`src/rtl/hrp_pkg.sv`:
```
// Shared types for the asynchronous host register port.
package hrp_pkg;
    // Transfer sequencer states: wait for strobe, commit/present, acknowledge
    typedef enum logic [1:0] {
        ST_IDLE = 2'd0,
        ST_CAPT = 2'd1,
        ST_ACK  = 2'd2
    } hrp_state_e;
endpackage

```
`src/rtl/hrp_sync.sv`:
```
// Multi-stage synchronizer for a bundle of asynchronous single-bit controls.
// Assumes each bit is independent; RST_VAL sets the idle level of each bit.
module hrp_sync #(
    parameter int          WIDTH   = 3,
    parameter int          STAGES  = 2,
    parameter logic [WIDTH-1:0] RST_VAL = '1
) (
    input  logic             clk,
    input  logic             rst_n,
    input  logic [WIDTH-1:0] async_in,
    output logic [WIDTH-1:0] sync_out
);
    logic [WIDTH-1:0] chain [STAGES];

    generate
        for (genvar s = 0; s < STAGES; s++) begin : g_stage
            if (s == 0) begin : g_first
                // First stage samples the raw asynchronous inputs
                always_ff @(posedge clk) begin
                    if (!rst_n) chain[0] <= RST_VAL;
                    else        chain[0] <= async_in;
                end
            end else begin : g_next
                // Later stages resolve metastability of the previous one
                always_ff @(posedge clk) begin
                    if (!rst_n) chain[s] <= RST_VAL;
                    else        chain[s] <= chain[s-1];
                end
            end
        end
    endgenerate

    assign sync_out = chain[STAGES-1];
endmodule

```
`src/rtl/hrp_regbank.sv`:
```
// Bank of DEPTH words with one synchronous write port and one combinational
// read port. Assumes at most one write per clock; reset clears all words.
module hrp_regbank #(
    parameter int DATA_W = 16,
    parameter int ADDR_W = 5,
    localparam int DEPTH = 1 << ADDR_W
) (
    input  logic              clk,
    input  logic              rst_n,
    input  logic              wr_en,
    input  logic [ADDR_W-1:0] wr_addr,
    input  logic [DATA_W-1:0] wr_data,
    input  logic [ADDR_W-1:0] rd_addr,
    output logic [DATA_W-1:0] rd_data
);
    logic [DATA_W-1:0] mem [DEPTH];

    generate
        for (genvar w = 0; w < DEPTH; w++) begin : g_word
            // Each word clears on reset and loads when addressed by a write
            always_ff @(posedge clk) begin
                if (!rst_n)
                    mem[w] <= '0;
                else if (wr_en && (wr_addr == ADDR_W'(w)))
                    mem[w] <= wr_data;
            end
        end
    endgenerate

    // Read port follows the latched cycle address
    assign rd_data = mem[rd_addr];


    write_lands_chk: assert property (@(posedge clk) disable iff (!rst_n)
        wr_en |=> (mem[$past(wr_addr)] == $past(wr_data)));
endmodule

```
`src/rtl/hrp_seq.sv`:
```
// Transfer sequencer: detects strobe falls on synchronized controls, latches
// address/data, commits writes or presents reads, and drives the acknowledge.
// Assumes the host holds address and write data stable while strobe is low.
module hrp_seq
    import hrp_pkg::*;
#(
    parameter int DATA_W = 16,
    parameter int ADDR_W = 5
) (
    input  logic              clk,
    input  logic              rst_n,
    input  logic              sel_s,
    input  logic              stb_s,
    input  logic              rw_s,
    input  logic [ADDR_W-1:0] host_addr,
    input  logic [DATA_W-1:0] host_wdata,
    output logic              wr_en,
    output logic [ADDR_W-1:0] cyc_addr,
    output logic [DATA_W-1:0] cyc_wdata,
    output logic              rdata_oe,
    output logic              ack_n,
    output logic              ack_oe
);
    hrp_state_e state;
    logic       stb_prev;
    logic       is_read;
    logic       stb_fall;
    logic       cyc_end;

    // Remember the previous synchronized strobe for edge detection
    always_ff @(posedge clk) begin
        if (!rst_n) stb_prev <= 1'b1;
        else        stb_prev <= stb_s;
    end

    assign stb_fall = stb_prev && !stb_s && !sel_s;
    assign cyc_end  = stb_s || sel_s;

    // Sequence one transfer and latch its address, data and direction
    always_ff @(posedge clk) begin
        if (!rst_n) begin
            state     <= ST_IDLE;
            cyc_addr  <= '0;
            cyc_wdata <= '0;
            is_read   <= 1'b0;
        end else begin
            unique case (state)
                ST_IDLE: if (stb_fall) begin
                    state     <= ST_CAPT;
                    cyc_addr  <= host_addr;
                    cyc_wdata <= host_wdata;
                    is_read   <= rw_s;
                end
                ST_CAPT: state <= cyc_end ? ST_IDLE : ST_ACK;
                ST_ACK:  if (cyc_end) state <= ST_IDLE;
                default: state <= ST_IDLE;
            endcase
        end
    end

    // Commit a write only if the strobe is still low in the capture cycle
    assign wr_en    = (state == ST_CAPT) && !is_read && !cyc_end;
    // Read data driven from capture onward while strobe and select are low
    assign rdata_oe = (state != ST_IDLE) && is_read && !cyc_end;
    // Acknowledge value and enable
    assign ack_n    = (state != ST_ACK);
    assign ack_oe   = (state == ST_ACK) && !sel_s;


    write_after_fall_chk: assert property (@(posedge clk) disable iff (!rst_n)
        wr_en |-> $past(stb_fall));


    read_valid_before_ack_chk: assert property (@(posedge clk) disable iff (!rst_n)
        ($rose(state == ST_ACK) && is_read) |-> $past(rdata_oe));


    write_before_ack_chk: assert property (@(posedge clk) disable iff (!rst_n)
        ($rose(state == ST_ACK) && !is_read) |-> $past(wr_en));


    ack_release_chk: assert property (@(posedge clk) disable iff (!rst_n)
        ((state == ST_ACK) && stb_s) |=> !ack_oe);


    deselect_quiet_chk: assert property (@(posedge clk) disable iff (!rst_n)
        sel_s |=> (!ack_oe && !rdata_oe && !wr_en));
endmodule

```
`src/rtl/host_reg_port.sv`:
```
// Top of the asynchronous host register port. Synchronizes host controls,
// sequences transfers and returns read data / acknowledge as value+enable.
// Assumes address and write data are stable while the strobe is low.
module host_reg_port #(
    parameter int DATA_W      = 16,
    parameter int ADDR_W      = 5,
    parameter int SYNC_STAGES = 2
) (
    input  logic              clk,
    input  logic              rst_n,
    input  logic              host_sel_n,
    input  logic              host_stb_n,
    input  logic              host_rd_wr,
    input  logic [ADDR_W-1:0] host_addr,
    input  logic [DATA_W-1:0] host_wdata,
    output logic [DATA_W-1:0] host_rdata,
    output logic              host_rdata_oe,
    output logic              host_ack_n,
    output logic              host_ack_oe
);
    localparam int CTRL_W = 3;

    logic [CTRL_W-1:0] ctrl_sync;
    logic              wr_en;
    logic [ADDR_W-1:0] cyc_addr;
    logic [DATA_W-1:0] cyc_wdata;

    hrp_sync #(
        .WIDTH   (CTRL_W),
        .STAGES  (SYNC_STAGES),
        .RST_VAL (3'b111)
    ) u_sync (
        .clk      (clk),
        .rst_n    (rst_n),
        .async_in ({host_rd_wr, host_stb_n, host_sel_n}),
        .sync_out (ctrl_sync)
    );

    hrp_seq #(
        .DATA_W (DATA_W),
        .ADDR_W (ADDR_W)
    ) u_seq (
        .clk        (clk),
        .rst_n      (rst_n),
        .sel_s      (ctrl_sync[0]),
        .stb_s      (ctrl_sync[1]),
        .rw_s       (ctrl_sync[2]),
        .host_addr  (host_addr),
        .host_wdata (host_wdata),
        .wr_en      (wr_en),
        .cyc_addr   (cyc_addr),
        .cyc_wdata  (cyc_wdata),
        .rdata_oe   (host_rdata_oe),
        .ack_n      (host_ack_n),
        .ack_oe     (host_ack_oe)
    );

    hrp_regbank #(
        .DATA_W (DATA_W),
        .ADDR_W (ADDR_W)
    ) u_bank (
        .clk     (clk),
        .rst_n   (rst_n),
        .wr_en   (wr_en),
        .wr_addr (cyc_addr),
        .wr_data (cyc_wdata),
        .rd_addr (cyc_addr),
        .rd_data (host_rdata)
    );
endmodule

```
`config.mk`:
```
export PLATFORM = sky130hd
export DESIGN_NAME = host_reg_port
export DESIGN_NICKNAME = d
export VERILOG_FILES = /design/src/rtl/hrp_pkg.sv /design/src/rtl/hrp_sync.sv /design/src/rtl/hrp_regbank.sv /design/src/rtl/hrp_seq.sv /design/src/rtl/host_reg_port.sv
export SDC_FILE = /design/constraint.sdc
export NUM_CORES = 1
export LEC_CHECK = 0
export CAP_MARGIN = 30
export CORE_MARGIN = 4
export CORE_UTILIZATION = 40
export CTS_CLUSTER_SIZE = 14
export DETAILED_ROUTE_END_ITERATION = 16
export SLEW_MARGIN = 20
export SYNTH_ARGS = -nofsm -noshare
export SYNTH_HDL_FRONTEND = slang
export SYNTH_SLANG_ARGS = --single-unit
```
`constraint.sdc`:
```
create_clock -name clk -period 2.58 [get_ports clk]
set_input_delay 0.516 -clock clk [delete_from_list [all_inputs] [get_ports clk]]
set_output_delay 0.516 -clock clk [all_outputs]
set_load 0.1 [all_outputs]
```
* Yosys cells after proc, flatten, opt, wreduce, memory -nomap -nowiden
Memory sizes are Yosys's and may differ from the RTL's. A register that Yosys moved wholly into a read port is not among the register bits.
Cells that the tools add are included.
** Storage, ports and cells
- Output and inout port bits :: 19
- RAM bits :: 518
- Memories kept :: 2
- Bits in registers :: 25
** Memory list
- u_bank.mem :: depth 32, width 16, rd ports 1, clocked after memory_dff 1, write ports 32, RTL line hrp_regbank.sv:16 : logic [DATA_W-1:0] mem [DEPTH];
- u_sync.chain :: depth 2, width 3, rd ports 2, clocked after memory_dff 0, write ports 2, RTL line hrp_sync.sv:13 : logic [WIDTH-1:0] chain [STAGES];
** Cells by class
- Bitwise operators :: 34
- Mux-type cells :: 138
- Reduce and logical (&&, ||, !) cells :: 49
- Equality and inequality tests :: 36
** Operators by type and width (number)
- $mux 16 :: 32
- $mux 1 :: 98
- $eq 5x5->1 const B :: 16
- $eq 5x4->1 const B :: 8
- $logic_and 1x1->1 :: 39
- $or 1x1->1 :: 34
- $eq 5x3->1 const B :: 4
- $eq 5x2->1 const B :: 2
- $mux 5 :: 2
- $mux 2 :: 3
- $mux 3 :: 2
- $pmux 2 s3 :: 1
- $eq 5x1->1 const B :: 1
- $logic_not 5->1 :: 1
- $logic_not 1->1 :: 4
- $ne 2x1->1 const B :: 2
- $reduce_and 2->1 :: 2
- $eq 2x1->1 const B :: 1
- $eq 2x2->1 const B :: 1
- $logic_not 2->1 :: 1
- $ne 2x2->1 const B :: 1
- $reduce_bool 2->1 :: 1
- $logic_or 1x1->1 :: 1

* Logic depth before layout (Yosys ltp)
Gate-level depths: netlist of run 1.
- Word-level depth :: 8
- Depth in mapped cells :: 7

* Hierarchy
A second synthesis of run 1 with hierarchy kept.
** Unflattened totals
- Cells, all modules :: 1894
- Area total of the unflattened synthesis :: 24994.0 µm²
** Modules (own cells, without submodules)
- hrp_regbank :: instances 1, cells an instance 1770, area each 23812.8 µm²
- hrp_seq :: instances 1, cells an instance 112, area each 1023.5 µm²
- hrp_sync :: instances 1, cells an instance 12, area each 157.7 µm²

* Worst setup path after synthesis of run 1
OpenSTA, ideal clock, no wires.
- Path type :: register to output
- Start :: reg u_seq.state[0]
- End :: out host_ack_oe
- Stages on the path, launching flop included :: 3
- Setup slack :: -490 ps
- Path buffers :: 0
- Arrival time :: 2554 ps
- Required time :: 2064 ps
- Cell sequence :: dfxtp_1 nand2b_1 nor2_1
** On the way
- Cells in the longest elaborated chain, start to end :: 2
** RTL lines
- start: declaration :: RTL line hrp_seq.sv:24 : hrp_state_e state;
- start signal: assignment :: RTL line hrp_seq.sv:54 : ST_CAPT: state <= cyc_end ? ST_IDLE : ST_ACK;
- $eq 2x2->1 :: RTL line hrp_seq.sv:67 : assign ack_oe = (state == ST_ACK) && !sel_s;
- $logic_and 1x1->1 :: RTL line hrp_seq.sv:67
- end: declaration :: RTL line host_reg_port.sv:19 : output logic host_ack_oe
No other way between the ends.

==> results of run 1 <==
-- synth_stat cells, drive strengths merged --
cell / instances / area (um2)
nor2: 39 / 246
nand2b: 11 / 68.8
dfxtp: 36 / 721
nor2b: 6 / 37.5
nand3: 72 / 360
mux2i: 256 / 2560
clkbuf: 122 / 483
or2: 1 / 6.26
a21boi: 22 / 165
and2: 515 / 3220
a22oi: 80 / 601
buf: 38 / 181
o21ai: 32 / 160
nand3b: 1 / 7.51
nand4b: 1 / 15.0
nand2: 103 / 387
and3: 1 / 6.26
a21oi: 49 / 245
edfxtp: 512 / 15400
nand4: 18 / 119
nor4: 1 / 21.3
-- layout make-up --
type	instances	area, um2	area share [%]
diodes	3	7.51	0.0246
clock buffers	75	1610	5.27
clock inverters	24	235	0.770
multi-input cells	1208	8650	28.3
flip-flops and latches	548	16100	52.7
well taps	837	1050	3.43
repair buffers	240	2910	9.51
-- logic make-up (layout without fill, tap and decap cells) --
group                  count (synthesis)  in the layout  share of synthesized area, %
AND/OR/NAND/NOR                      769            769                          18.0
other                                  0              3                             0
AO/OA/AOI/OAI                        183            183                          4.69
flip-flops                           548            548                          64.4
multiplexers                         256            256                          10.3
buffers and inverters                160            339                          2.66
-- stage by stage --
stage | cell area, um2 | util, %
after global placement | 27300 | 44.1
after global routing | 30600 | 49.4
final | 30600 | 49.4
after floorplan | 25100 | -
after CTS | 30300 | 49.0
after detailed placement | 27300 | 44.1
-- critical path, delay by kind of cell, from the launching register on --
kind / cells / cell delay [ns]
buf+inv: 4 / 0.75
simple gates: 2 / 0.44
flops: 1 / 0.42
mux: 1 / 0.19
compound gates: 1 / 0.10
-- metal layers --
| metal | up-vias | global-route usage (%) | wire length (um) |
|---|---|---|---|
| met5 | - | 0 | 0 |
| met4 | 0 | 5.59 | 1710 |
| met3 | 106 | 3.09 | 4580 |
| met2 | 491 | 35.0 | 34100 |
| met1 | 7884 | 29.3 | 30500 |
| li1 | 7126 | - | - |
-- worst paths after layout --
kind / from / endpoint / slack (ns) / cells past startpoint
hold reg to reg: u_sync.chain[0][1]$_SDFF_PN1_ / u_sync.chain[1][1]$_SDFF_PN1_ / 0.41 / 1
setup reg to reg: u_seq.state[1]$_SDFFE_PN0P_ / u_bank.mem[13][3]$_SDFFCE_PN0P_ / 0.09 / 4
setup / recovery: flip-flop / host_rdata[15] / -0.46 / 8
hold / removal: u_sync.chain[0][1]$_SDFF_PN1_ / u_sync.chain[1][1]$_SDFF_PN1_ / 0.41 / 1
-- sequential cells by signal, indices dropped and copies added, names as in the netlist, named ones only --
| signal | count |
|---|---|
| u_bank.mem | 512 |
| u_seq.cyc_addr | 5 |
| u_seq.state | 2 |
| u_seq.cyc_wdata | 16 |
| u_seq.is_read | 1 |
| u_sync.chain | 6 |
| u_seq.stb_prev | 1 |
-- report_power, final --
part	total [W]	internal, W	switching (W)	leakage [nW]
sequential	0.0100	0.00996	0.0000882	5.58
clock	0.00821	0.00484	0.00337	0.902
combinational	0.000838	0.000294	0.000544	4.03
-- placed cells by master (no fill, tap or decap), types with 3 or more instances in the layout --
cell type                         count
sky130_fd_sc_hd__and2_1             514
sky130_fd_sc_hd__edfxtp_1           512
sky130_fd_sc_hd__mux2i_1            235
sky130_fd_sc_hd__buf_4              124
sky130_fd_sc_hd__nand2_1            103
sky130_fd_sc_hd__clkbuf_16           64
sky130_fd_sc_hd__a22oi_1             52
sky130_fd_sc_hd__a21oi_1             49
sky130_fd_sc_hd__buf_12              46
sky130_fd_sc_hd__nand3_1             45
sky130_fd_sc_hd__dfxtp_1             34
sky130_fd_sc_hd__o21ai_1             32
sky130_fd_sc_hd__a22oi_2             28
sky130_fd_sc_hd__nand3_2             26
sky130_fd_sc_hd__clkdlybuf4s50_1     24
sky130_fd_sc_hd__buf_6               24
sky130_fd_sc_hd__a21boi_0            22
sky130_fd_sc_hd__mux2i_2             18
sky130_fd_sc_hd__nand4_1             17
sky130_fd_sc_hd__nor2_1              17
sky130_fd_sc_hd__buf_16              14
sky130_fd_sc_hd__nor2_4              12
sky130_fd_sc_hd__clkinv_1            11
sky130_fd_sc_hd__clkbuf_1            11
sky130_fd_sc_hd__nand2b_1            10
sky130_fd_sc_hd__nor2_2              10
sky130_fd_sc_hd__clkinv_2             6
sky130_fd_sc_hd__bufinv_16            5
sky130_fd_sc_hd__nor2b_1              4
sky130_fd_sc_hd__diode_2              3
sky130_fd_sc_hd__mux2i_4              3
sky130_fd_sc_hd__clkbuf_8             3
sky130_fd_sc_hd__buf_8                3
-- repair_timing --
action                                  in CTS  in global routing
resized for setup                          105                 43
gates cloned                                14                  3
pin swaps                                   42                 37
buffers inserted                            37                 11
endpoints found under the setup margin      16                 17
==> insert_results.sql, run 1 <==
INSERT INTO impl_metrics (metric_group, metric, value, unit) VALUES
('placement', 'place_inst', '2776', ''),
('synthesis', 'seq_area_frac_synth', '64.4', '%'),
('synthesis', 'synth.net_count', '1942', ''),
('placement', 'gpl_wtd_cong', '0.849', ''),
('worst_setup_path', 'class_of_the_most_critical_setup_path', 'reg2out', ''),
('route', 'routed_via_density', '5.32', ''),
('cts', 'number_of_buffers_on_the_longest_clock_path', '3', ''),
('power_and_ir_drop', 'power.density', '625', 'nW/um2'),
('route', 'drt_pre_antenna_iters', '5', ''),
('timing', 'setup_viol', '16', ''),
('timing', 'timing.slew.headroom', '43.8', '%'),
('synthesis', 'syn-instance-count', '1916', ''),
('route', 'routed-via-count', '15600', ''),
('worst_setup_path', 'timing.critical_path.mode_cell', 'sky130_fd_sc_hd__buf_12', ''),
('timing', 'unrepaired_setup_endpoints_after_global_routing', 'true', ''),
('worst_setup_path', 'crit_arrival', '2.52', 'ns'),
('timing', 'fin_setup_tns', '-6.15', 'ns'),
('timing', 'max_clock_skew', '0.0122', 'ns'),
('timing', 'tightestPinTransition', '0.842', 'ns'),
('floorplan', 'die_x', '258', 'um'),
('cells_and_area', 'post_route_cells_drive_above_1_share', '19.1', '%'),
('outcome', 'outcome', 'complete, but fails checks', ''),
('power_and_ir_drop', 'power.ir.vdd_worst', '0.000424', 'V'),
('floorplan', 'core_region_area', '61800', 'um2'),
('timing', 'finalHoldWorstSlack', '0.410', 'ns'),
('cts', 'clock_latency', '0.61', 'ns'),
('global_route', 'grt_pass1_wl', '105000', 'um'),
('cells_and_area', 'syn2layout_area_growth', '22.3', '%'),
('route', 'drc_errors', '0', ''),
('global_route', 'grt_max_degree', '36', ''),
('synthesis', 'syn_area_per_cell', '13.0', 'um2'),
('power_and_ir_drop', 'p_total', '0.0191', 'W'),
('cts', 'cts_inserted_buffers', '56', ''),
('floorplan', 'top_level_ports', '45', ''),
('outcome', 'violations_in_the_final_reports', 'setup timing', ''),
('synthesis', 'mappedNetlistArea', '25000', 'um2'),
('cells_and_area', 'layout.nets', '2080', ''),
('worst_setup_path', 'worst-path-max-fanout', '10', ''),
('hold_path', 'holdCritPathClass', 'reg2reg', ''),
('cts', 'cts.sinks', '548', ''),
('placement', 'pre_cts_ws', '0.00274', 'ns'),
('timing', 'final_hold_vio_count', '0', ''),
('flow_run', 'cap_viol_max_count', '0', ''),
('timing', 'fin_crit', '3.04', 'ns'),
('synthesis', 'synth_cell_types', '27', ''),
('worst_setup_path', 'cp-start-kind', 'flip-flop', ''),
('timing', 'fin_crit_sh', '118', '%'),
('placement', 'post-dp-hpwl', '42300', 'um'),
('route', 'route.antenna.remaining_nets', '0', ''),
('synthesis', 'synth.ff_latch_count', '548', ''),
('floorplan', 'die_area', '66500', 'um2'),
('cts', 'ctsHtreeMaxLevel', '2', ''),
('timing', 'post-route-worst-setup-slack', '-0.457', 'ns'),
('route', 'detailedRoute.firstIterationViolations', '1486', ''),
('cts', 'number_of_buffers_inserted_by_hold_repair_at_cts', '0', ''),
('placement', 'placement.io_buffers', '44', ''),
('floorplan', 'die_height', '258', 'um'),
('worst_setup_path', 'endpoint_kind', 'output pin', ''),
('global_route', 'via_count_of_the_first_global_routing_pass', '15700', ''),
('global_route', 'gr-usage-all-layers', '21.1', '%'),
('worst_setup_path', 'cp_slowest_cell', 'sky130_fd_sc_hd__dfxtp_4', ''),
('floorplan', 'row_count', '91', ''),
('power_and_ir_drop', 'static-leakage-power', '10.5', 'nW'),
('timing', 'number_of_max_slew_violations_in_the_final_report', '0', ''),
('cts', 'tritoncts_clock_tree', 'built', ''),
('route', 'post_drt_wl_per_cell', '24.1', 'um'),
('synthesis', 'yosys_warnings', '0', ''),
('timing', 'max_clock_freq', '0.329', 'GHz'),
('worst_setup_path', 'path_cells', 'buf_12, buf_12, mux2i_1, a21oi_1, nand3_2, nand4_1, buf_4, buf_12', ''),
('worst_setup_path', 'slowest_delay', '0.42', 'ns'),
('global_route', 'antenna_found_initial', '4', ''),
('cts', 'clk_pin_slew', '0.06', 'ns'),
('global_route', 'grt_remaining_overflow', '0', ''),
('cells_and_area', 'num-fill-cells', '5181', ''),
('cts', 'clk_root_buffer_cell', 'sky130_fd_sc_hd__clkbuf_16', ''),
('route', 'finalWirelength', '70900', 'um'),
('cells_and_area', 'finalNonFillerCells', '2935', ''),
('worst_setup_path', 'worst_path_required', '2.06', 'ns'),
('floorplan', 'initial_core_util', '40.4', '%');
Power figures use the tool's default switching activity.
==> inputs of run 2 (changes only) <==
--- a/config.mk
+++ b/config.mk
@@ -6,7 +6,7 @@
 export NUM_CORES = 1
 export LEC_CHECK = 0
 export CAP_MARGIN = 30
-export CORE_MARGIN = 4
+export CORE_MARGIN = 5
 export CORE_UTILIZATION = 40
 export CTS_CLUSTER_SIZE = 14
 export DETAILED_ROUTE_END_ITERATION = 16
==> constraint.sdc (replaced) <==
create_clock -name clk -period 2.47 [get_ports clk]
set_input_delay 0.494 -clock clk [delete_from_list [all_inputs] [get_ports clk]]
set_output_delay 0.494 -clock clk [all_outputs]
set_load 0.1 [all_outputs]
==> run 2 against run 1 <==
  * The run still ends with setup timing left
  * Die area up 1.6%
  * Utilization down 0.75 points
  * Sequential power up 5%
  * Critical path depth up 1
  * First-iteration DRC count down 4.4%
  * Clock skew up 0.0061 ns
  * Combinational power up 7.8%
  * Via count up 0.28%
  * Total power up 4.6%
  * Critical endpoint is now host_rdata[1]
  * Wire length down 0.42%
  * Count of clock-buffer cells in the layout unchanged
  * Sequential share of layout area up 0.82 points
==> insert_results.sql, run 2 (synthesis results as in run 1) <==
INSERT INTO impl_metrics (metric_group, metric, value, unit) VALUES
('outcome', 'outcome', 'complete, but fails checks', ''),
('outcome', 'violations_in_the_final_reports', 'setup timing', ''),
('cells_and_area', 'layout.nets', '2057', ''),
('timing', 'max_clock_freq', '0.328', 'GHz'),
('cells_and_area', 'reg_top3', 'u_bank.mem: 512 flops, u_seq.cyc_wdata: 16 flops, u_sync.chain: 6 flops', ''),
('global_route', 'via_count_of_the_first_global_routing_pass', '15800', ''),
('placement', 'post-dp-hpwl', '43200', 'um'),
('cts', 'number_of_buffers_inserted_by_hold_repair_at_cts', '0', ''),
('worst_setup_path', 'worst-path-max-fanout', '13', ''),
('floorplan', 'die_area', '67600', 'um2'),
('cts', 'tritoncts_clock_tree', 'built', ''),
('power_and_ir_drop', 'power.ir.vdd_worst', '0.000548', 'V'),
('global_route', 'gr-usage-all-layers', '20.6', '%'),
('route', 'routed-via-count', '15700', ''),
('timing', 'max_clock_skew', '0.0183', 'ns'),
('route', 'finalWirelength', '70600', 'um'),
('worst_setup_path', 'path_cells', 'buf_12, buf_16, buf_4, mux2i_1, a22oi_1, nand3_1, nand4_1, buf_4, buf_12', ''),
('power_and_ir_drop', 'power.density', '663', 'nW/um2'),
('worst_setup_path', 'worst_path_dominant_cell_family', 'buffers and inverters', ''),
('global_route', 'grt_remaining_overflow', '0', ''),
('cells_and_area', 'largest_register_ff_count', '512', ''),
('worst_setup_path', 'slowest_delay', '0.42', 'ns'),
('cts', 'clk_pin_slew', '0.06', 'ns'),
('cts', 'clock_latency', '0.63', 'ns'),
('timing', 'fin_crit', '3.05', 'ns'),
('cts', 'number_of_buffers_on_the_longest_clock_path', '3', ''),
('power_and_ir_drop', 'p_total', '0.0200', 'W'),
('timing', 'tightestPinTransition', '0.741', 'ns'),
('hold_path', 'worst_min_delay_path_startpoint', 'rst_n', ''),
('cts', 'ctsHtreeMaxLevel', '2', ''),
('cells_and_area', 'layout_commonest_cell', 'sky130_fd_sc_hd__and2_1', ''),
('route', 'detailedRoute.firstIterationViolations', '1421', ''),
('cells_and_area', 'finalNonFillerCells', '2918', ''),
('route', 'top_signal_layer_used', 'met5', ''),
('worst_setup_path', 'crit_arrival', '2.55', 'ns'),
('worst_setup_path', 'worst-path-buf-inv', '5', ''),
('placement', 'gpl_wtd_cong', '0.883', ''),
('timing', 'fin_crit_sh', '123', '%'),
('floorplan', 'die_x', '260', 'um'),
('cells_and_area', 'regArea', '16100', 'um2'),
('route', 'routed_via_density', '5.36', ''),
('global_route', 'grt_max_degree', '35', ''),
('worst_setup_path', 'cp-start-kind', 'flip-flop', ''),
('hold_path', 'holdCritPathClass', 'in2reg', ''),
('timing', 'timing.slew.headroom', '50.5', '%'),
('timing', 'final_hold_vio_count', '0', ''),
('cts', 'cts_inserted_buffers', '58', ''),
('worst_setup_path', 'worst_path_required', '1.98', 'ns'),
('route', 'routed-wl-met2', '33600', 'um'),
('route', 'drc_errors', '0', ''),
('flow_run', 'cap_viol_max_count', '0', ''),
('floorplan', 'core_region_area', '61800', 'um2'),
('worst_setup_path', 'class_of_the_most_critical_setup_path', 'reg2out', ''),
('worst_setup_path', 'r2r-start', 'u_seq.cyc_addr[0]$_SDFFE_PN0N_', ''),
('route', 'post_drt_wl_per_cell', '24.2', 'um'),
('cells_and_area', 'multi_input_comb_area', '8590', 'um2'),
('timing', 'unrepaired_setup_endpoints_after_global_routing', 'true', ''),
('worst_setup_path', 'cp_slowest_cell', 'sky130_fd_sc_hd__dfxtp_4', ''),
('timing', 'setup_viol', '16', ''),
('floorplan', 'row_count', '91', ''),
('cells_and_area', 'num-fill-cells', '5323', ''),
('cells_and_area', 'layout_common_cells', 'sky130_fd_sc_hd__and2_1 (514), sky130_fd_sc_hd__edfxtp_1 (512), sky130_fd_sc_hd__mux2i_1 (235)', ''),
('floorplan', 'initial_core_util', '40.4', '%'),
('cells_and_area', 'top_register_by_number_of_flip_flops', 'u_bank.mem', ''),
('route', 'met1Wirelength', '31000', 'um'),
('placement', 'place_inst', '2774', ''),
('timing', 'number_of_max_slew_violations_in_the_final_report', '0', ''),
('global_route', 'grt_pass1_wl', '104000', 'um'),
('route', 'route.antenna.remaining_nets', '0', ''),
('timing', 'finalHoldWorstSlack', '0.374', 'ns'),
('worst_setup_path', 'endpoint_kind', 'output pin', ''),
('floorplan', 'top_level_ports', '45', ''),
('route', 'drt_pre_antenna_iters', '6', ''),
('timing', 'fin_setup_tns', '-7.66', 'ns'),
('timing', 'post-route-worst-setup-slack', '-0.579', 'ns'),
('cells_and_area', 'syn2layout_area_growth', '20.4', '%'),
('power_and_ir_drop', 'static-leakage-power', '10.3', 'nW'),
('cells_and_area', 'post_route_cells_drive_above_1_share', '17.5', '%'),
('cts', 'cts.sinks', '548', ''),
('route', 'met3_routed_length', '3940', 'um'),
('global_route', 'antenna_found_initial', '4', ''),
('placement', 'placement.io_buffers', '44', ''),
('floorplan', 'die_height', '260', 'um'),
('cts', 'clk_root_buffer_cell', 'sky130_fd_sc_hd__clkbuf_16', '');
run 2: path summary, 6_finish.rpt:
path / to / slack, ns / cells past startpoint
worst max-delay path: host_rdata[1] / -0.58 / 9
worst min-delay path: u_sync.chain[0][2]$_SDFF_PN1_ / 0.37 / 3
worst max register to register: u_bank.mem[9][3]$_SDFFCE_PN0P_ / 0.35 / 4
worst min register to register: u_sync.chain[1][1]$_SDFF_PN1_ / 0.41 / 1
run 2: where the power goes:
group	internal [W]	total (W)	switching (W)
Clock	0.00491	0.00856	0.00365
Combinational	0.000316	0.000903	0.000588
Sequential	0.0104	0.0105	0.0000948
Total	0.0156	0.0200	0.00433
run 2: metrics by stage:
step / cell area (um2) / util, % / setup WS, ns
global route: 30100 / 48.7 / -0.594
CTS: 29700 / 48.1 / -0.568
global placement: 27400 / 44.3 / -0.00681
finish: 30100 / 48.7 / -0.579
detailed placement: 27400 / 44.3 / -0.0312
floorplan: 25300 / - / -0.242
run 2: metal layers:
metal  vias up  global-route usage (%)
li1       7083                       -
met1      7946                    28.6
met2       510                    33.6
met3       110                    3.38
met4         2                    5.74
met5         -                       0
run 2: area by class of cell:
type | count | share of cell area [%]
antenna | 1 | 0.00832
tap | 837 | 3.48
clock buffer | 75 | 5.24
sequential | 548 | 53.5
timing repair buffer | 215 | 8.29
multi-input combinational | 1208 | 28.6
clock inverter | 34 | 0.906
run 2: tightest hold or removal path, delay by kind of cell:
| family | cells | cell delay, ns |
|---|---|---|
| buffers and inverters | 2 | 0.36 |
| and+or+nand+nor | 1 | 0.10 |
run 2: timing repair:
action,4_1_cts,5_1_grt
pin swaps,11,25
setup endpoints to repair,16,16
buffers inserted,11,16
gates resized for setup,44,47
gates cloned,6,2
==> inputs of run 3 (changes only) <==
--- a/config.mk
+++ b/config.mk
@@ -7,9 +7,10 @@
 export LEC_CHECK = 0
 export CAP_MARGIN = 30
 export CORE_MARGIN = 5
-export CORE_UTILIZATION = 40
+export CORE_UTILIZATION = 57
 export CTS_CLUSTER_SIZE = 14
 export DETAILED_ROUTE_END_ITERATION = 16
+export PLACE_DENSITY = 0.77
 export SLEW_MARGIN = 20
 export SYNTH_ARGS = -nofsm -noshare
 export SYNTH_HDL_FRONTEND = slang
==> run 3 against run 2 <==
  * The run still ends with setup timing left
  * Sequential share of layout area up 0.12 points
  * Utilization rose by 21 points
  * Critical path depth unchanged
  * Combinational power decreased by 1%
  * Via count up 2.9%
==> insert_results.sql, run 3 (synthesis results as in run 1) <==
INSERT INTO impl_metrics (metric_group, metric, value, unit) VALUES
('outcome', 'outcome', 'complete, but fails checks', ''),
('outcome', 'violations_in_the_final_reports', 'setup timing', ''),
('power_and_ir_drop', 'power.density', '650', 'nW/um2'),
('timing', 'final_hold_vio_count', '0', ''),
('timing', 'tightestPinTransition', '0.830', 'ns'),
('cells_and_area', 'reg_top3', 'u_bank.mem: 512 flops, u_seq.cyc_wdata: 16 flops, u_sync.chain: 6 flops', ''),
('timing', 'max_clock_skew', '0.0241', 'ns'),
('floorplan', 'row_count', '76', ''),
('timing', 'fin_crit_sh', '121', '%'),
('worst_setup_path', 'slowest_delay', '0.40', 'ns'),
('cells_and_area', 'layout_commonest_cell', 'sky130_fd_sc_hd__and2_1', ''),
('cts', 'number_of_buffers_on_the_longest_clock_path', '3', ''),
('floorplan', 'top_level_ports', '45', ''),
('flow_run', 'cap_viol_max_count', '0', ''),
('cells_and_area', 'top_register_by_number_of_flip_flops', 'u_bank.mem', ''),
('worst_setup_path', 'endpoint_kind', 'output pin', ''),
('route', 'drc_errors', '0', ''),
('timing', 'setup_viol', '16', ''),
('hold_path', 'holdCritPathClass', 'reg2reg', ''),
('worst_setup_path', 'cp_slowest_cell', 'sky130_fd_sc_hd__dfxtp_4', ''),
('power_and_ir_drop', 'power.ir.vdd_worst', '0.000456', 'V'),
('cells_and_area', 'diodes', '0', ''),
('cells_and_area', 'post_route_cells_drive_above_1_share', '19.1', '%'),
('power_and_ir_drop', 'static-leakage-power', '10.4', 'nW'),
('global_route', 'antenna_found_initial', '2', ''),
('route', 'finalWirelength', '67400', 'um'),
('floorplan', 'core_region_area', '43300', 'um2'),
('worst_setup_path', 'class_of_the_most_critical_setup_path', 'reg2out', ''),
('route', 'post_drt_wl_per_cell', '25.2', 'um'),
('timing', 'unrepaired_setup_endpoints_after_global_routing', 'true', ''),
('cts', 'cts.sinks', '548', ''),
('cells_and_area', 'layout_common_cells', 'sky130_fd_sc_hd__and2_1 (514), sky130_fd_sc_hd__edfxtp_1 (512), sky130_fd_sc_hd__mux2i_1 (222)', ''),
('global_route', 'globalRouteMet3Util', '5.63', '%'),
('route', 'drt_pre_antenna_iters', '5', ''),
('cells_and_area', 'multi_input_comb_area', '8700', 'um2'),
('route', 'routed_via_density', '6.03', ''),
('cells_and_area', 'syn2layout_area_growth', '20.2', '%'),
('cells_and_area', 'cell_area_after_layout', '30000', 'um2'),
('cts', 'clk_root_buffer_cell', 'sky130_fd_sc_hd__clkbuf_16', ''),
('cells_and_area', 'num-fill-cells', '2876', ''),
('placement', 'post-dp-hpwl', '40800', 'um'),
('timing', 'max_clock_freq', '0.336', 'GHz'),
('cells_and_area', 'layout.nets', '2069', ''),
('timing', 'number_of_max_slew_violations_in_the_final_report', '0', ''),
('worst_setup_path', 'worst_path_required', '1.98', 'ns'),
('global_route', 'grt_max_degree', '40', ''),
('worst_setup_path', 'worst-path-max-fanout', '6', ''),
('placement', 'placement.io_buffers', '44', ''),
('global_route', 'grt_remaining_overflow', '0', ''),
('worst_setup_path', 'cp-start-kind', 'flip-flop', ''),
('cts', 'clk_pin_slew', '0.06', 'ns'),
('placement', 'gpl_wtd_cong', '0.864', ''),
('timing', 'post-route-worst-setup-slack', '-0.510', 'ns'),
('floorplan', 'die_x', '219', 'um'),
('worst_setup_path', 'crit_arrival', '2.49', 'ns'),
('global_route', 'via_count_of_the_first_global_routing_pass', '16100', ''),
('global_route', 'use_met1', '37.3', '%'),
('cts', 'ctsHtreeMaxLevel', '2', ''),
('global_route', 'gr-usage-all-layers', '27.5', '%'),
('worst_setup_path', 'path_cells', 'buf_12, buf_16, buf_12, mux2i_2, a21oi_2, nand3_2, nand4_1, buf_4, buf_12', ''),
('global_route', 'gr-usage-met2', '44.3', '%'),
('cells_and_area', 'largest_register_ff_count', '512', ''),
('cts', 'tritoncts_clock_tree', 'built', ''),
('route', 'detailedRoute.firstIterationViolations', '1927', ''),
('floorplan', 'die_height', '219', 'um'),
('floorplan', 'die_area', '48100', 'um2'),
('route', 'route.antenna.remaining_nets', '0', ''),
('cts', 'clock_latency', '0.62', 'ns'),
('timing', 'fin_crit', '2.98', 'ns'),
('cells_and_area', 'regArea', '16100', 'um2'),
('placement', 'pre_cts_ws', '0.0673', 'ns'),
('cts', 'cts_inserted_buffers', '54', ''),
('global_route', 'grt_pass1_wl', '98700', 'um'),
('floorplan', 'initial_core_util', '57.8', '%'),
('placement', 'detailed_place.area', '27100', 'um2'),
('timing', 'timing.slew.headroom', '44.6', '%'),
('route', 'routed-via-count', '16100', ''),
('worst_setup_path', 'timing.critical_path.mode_cell', 'sky130_fd_sc_hd__buf_12', ''),
('global_route', 'grt_busiest_layer', 'met2', '');
## run 3: critical path, delay by kind of cell (launching register included)
family                 cells  cell delay (ns)
buffers and inverters      5             0.79
flip-flops                 1             0.40
AND/OR/NAND/NOR            2             0.35
multiplexers               1             0.25
AO/OA/AOI/OAI              1             0.09
## run 3: power breakdown
group          total [W]  switching, W  internal [W]
registers         0.0105      0.000105        0.0104
clock network    0.00810       0.00343       0.00468
logic           0.000894      0.000577      0.000317
## run 3: what timing repair did
item	4_1_cts	5_1_grt
pin swaps	15	37
setup endpoints to repair	16	16
resized for setup	59	74
gates cloned	3	11
setup buffers	9	23
hold buffers	0	0
hold endpoints to repair	0	0
## run 3: metal layers
layer	up-vias	routed length, um
met3	139	7140
met2	865	32400
li1	7082	-
met1	8020	25500
met4	0	2390
met5	-	0
## run 3: worst paths after layout
path | startpoint | slack (ns) | depth (start not counted) | end
worst min register to register | u_sync.chain[0][1]$_SDFF_PN1_ | 0.41 | 1 | u_sync.chain[1][1]$_SDFF_PN1_
worst max register to register | u_seq.state[1]$_SDFFE_PN0P_ | 0.40 | 5 | u_bank.mem[21][7]$_SDFFCE_PN0P_
worst max-delay path | flip-flop | -0.51 | 9 | host_rdata[3]
worst min-delay path | u_sync.chain[0][1]$_SDFF_PN1_ | 0.41 | 1 | u_sync.chain[1][1]$_SDFF_PN1_
## run 3: metrics by stage
step,std cells,TNS [ns],power [W],hold slack (ns),utilization (%)
6_report,2670,-7.48,0.0195,0.407,69.4
5_1_grt,2670,-8.54,0.0201,0.433,69.4
4_1_cts,2638,-7.30,0.0195,0.407,67.6
3_5_place_dp,2528,0,0.0115,0.394,62.5
3_3_place_gp,2528,0,0.0115,0.391,62.5
2_1_floorplan,1916,-86.09,0.0111,0.386,-
## run 3: layout make-up
class                      instances  area share, %
clock buffer                      74           5.03
clock inverter                    24          0.771
multi-input combinational       1208           29.0
sequential                       548           53.6
tap                              585           2.44
timing repair buffer             231           9.14
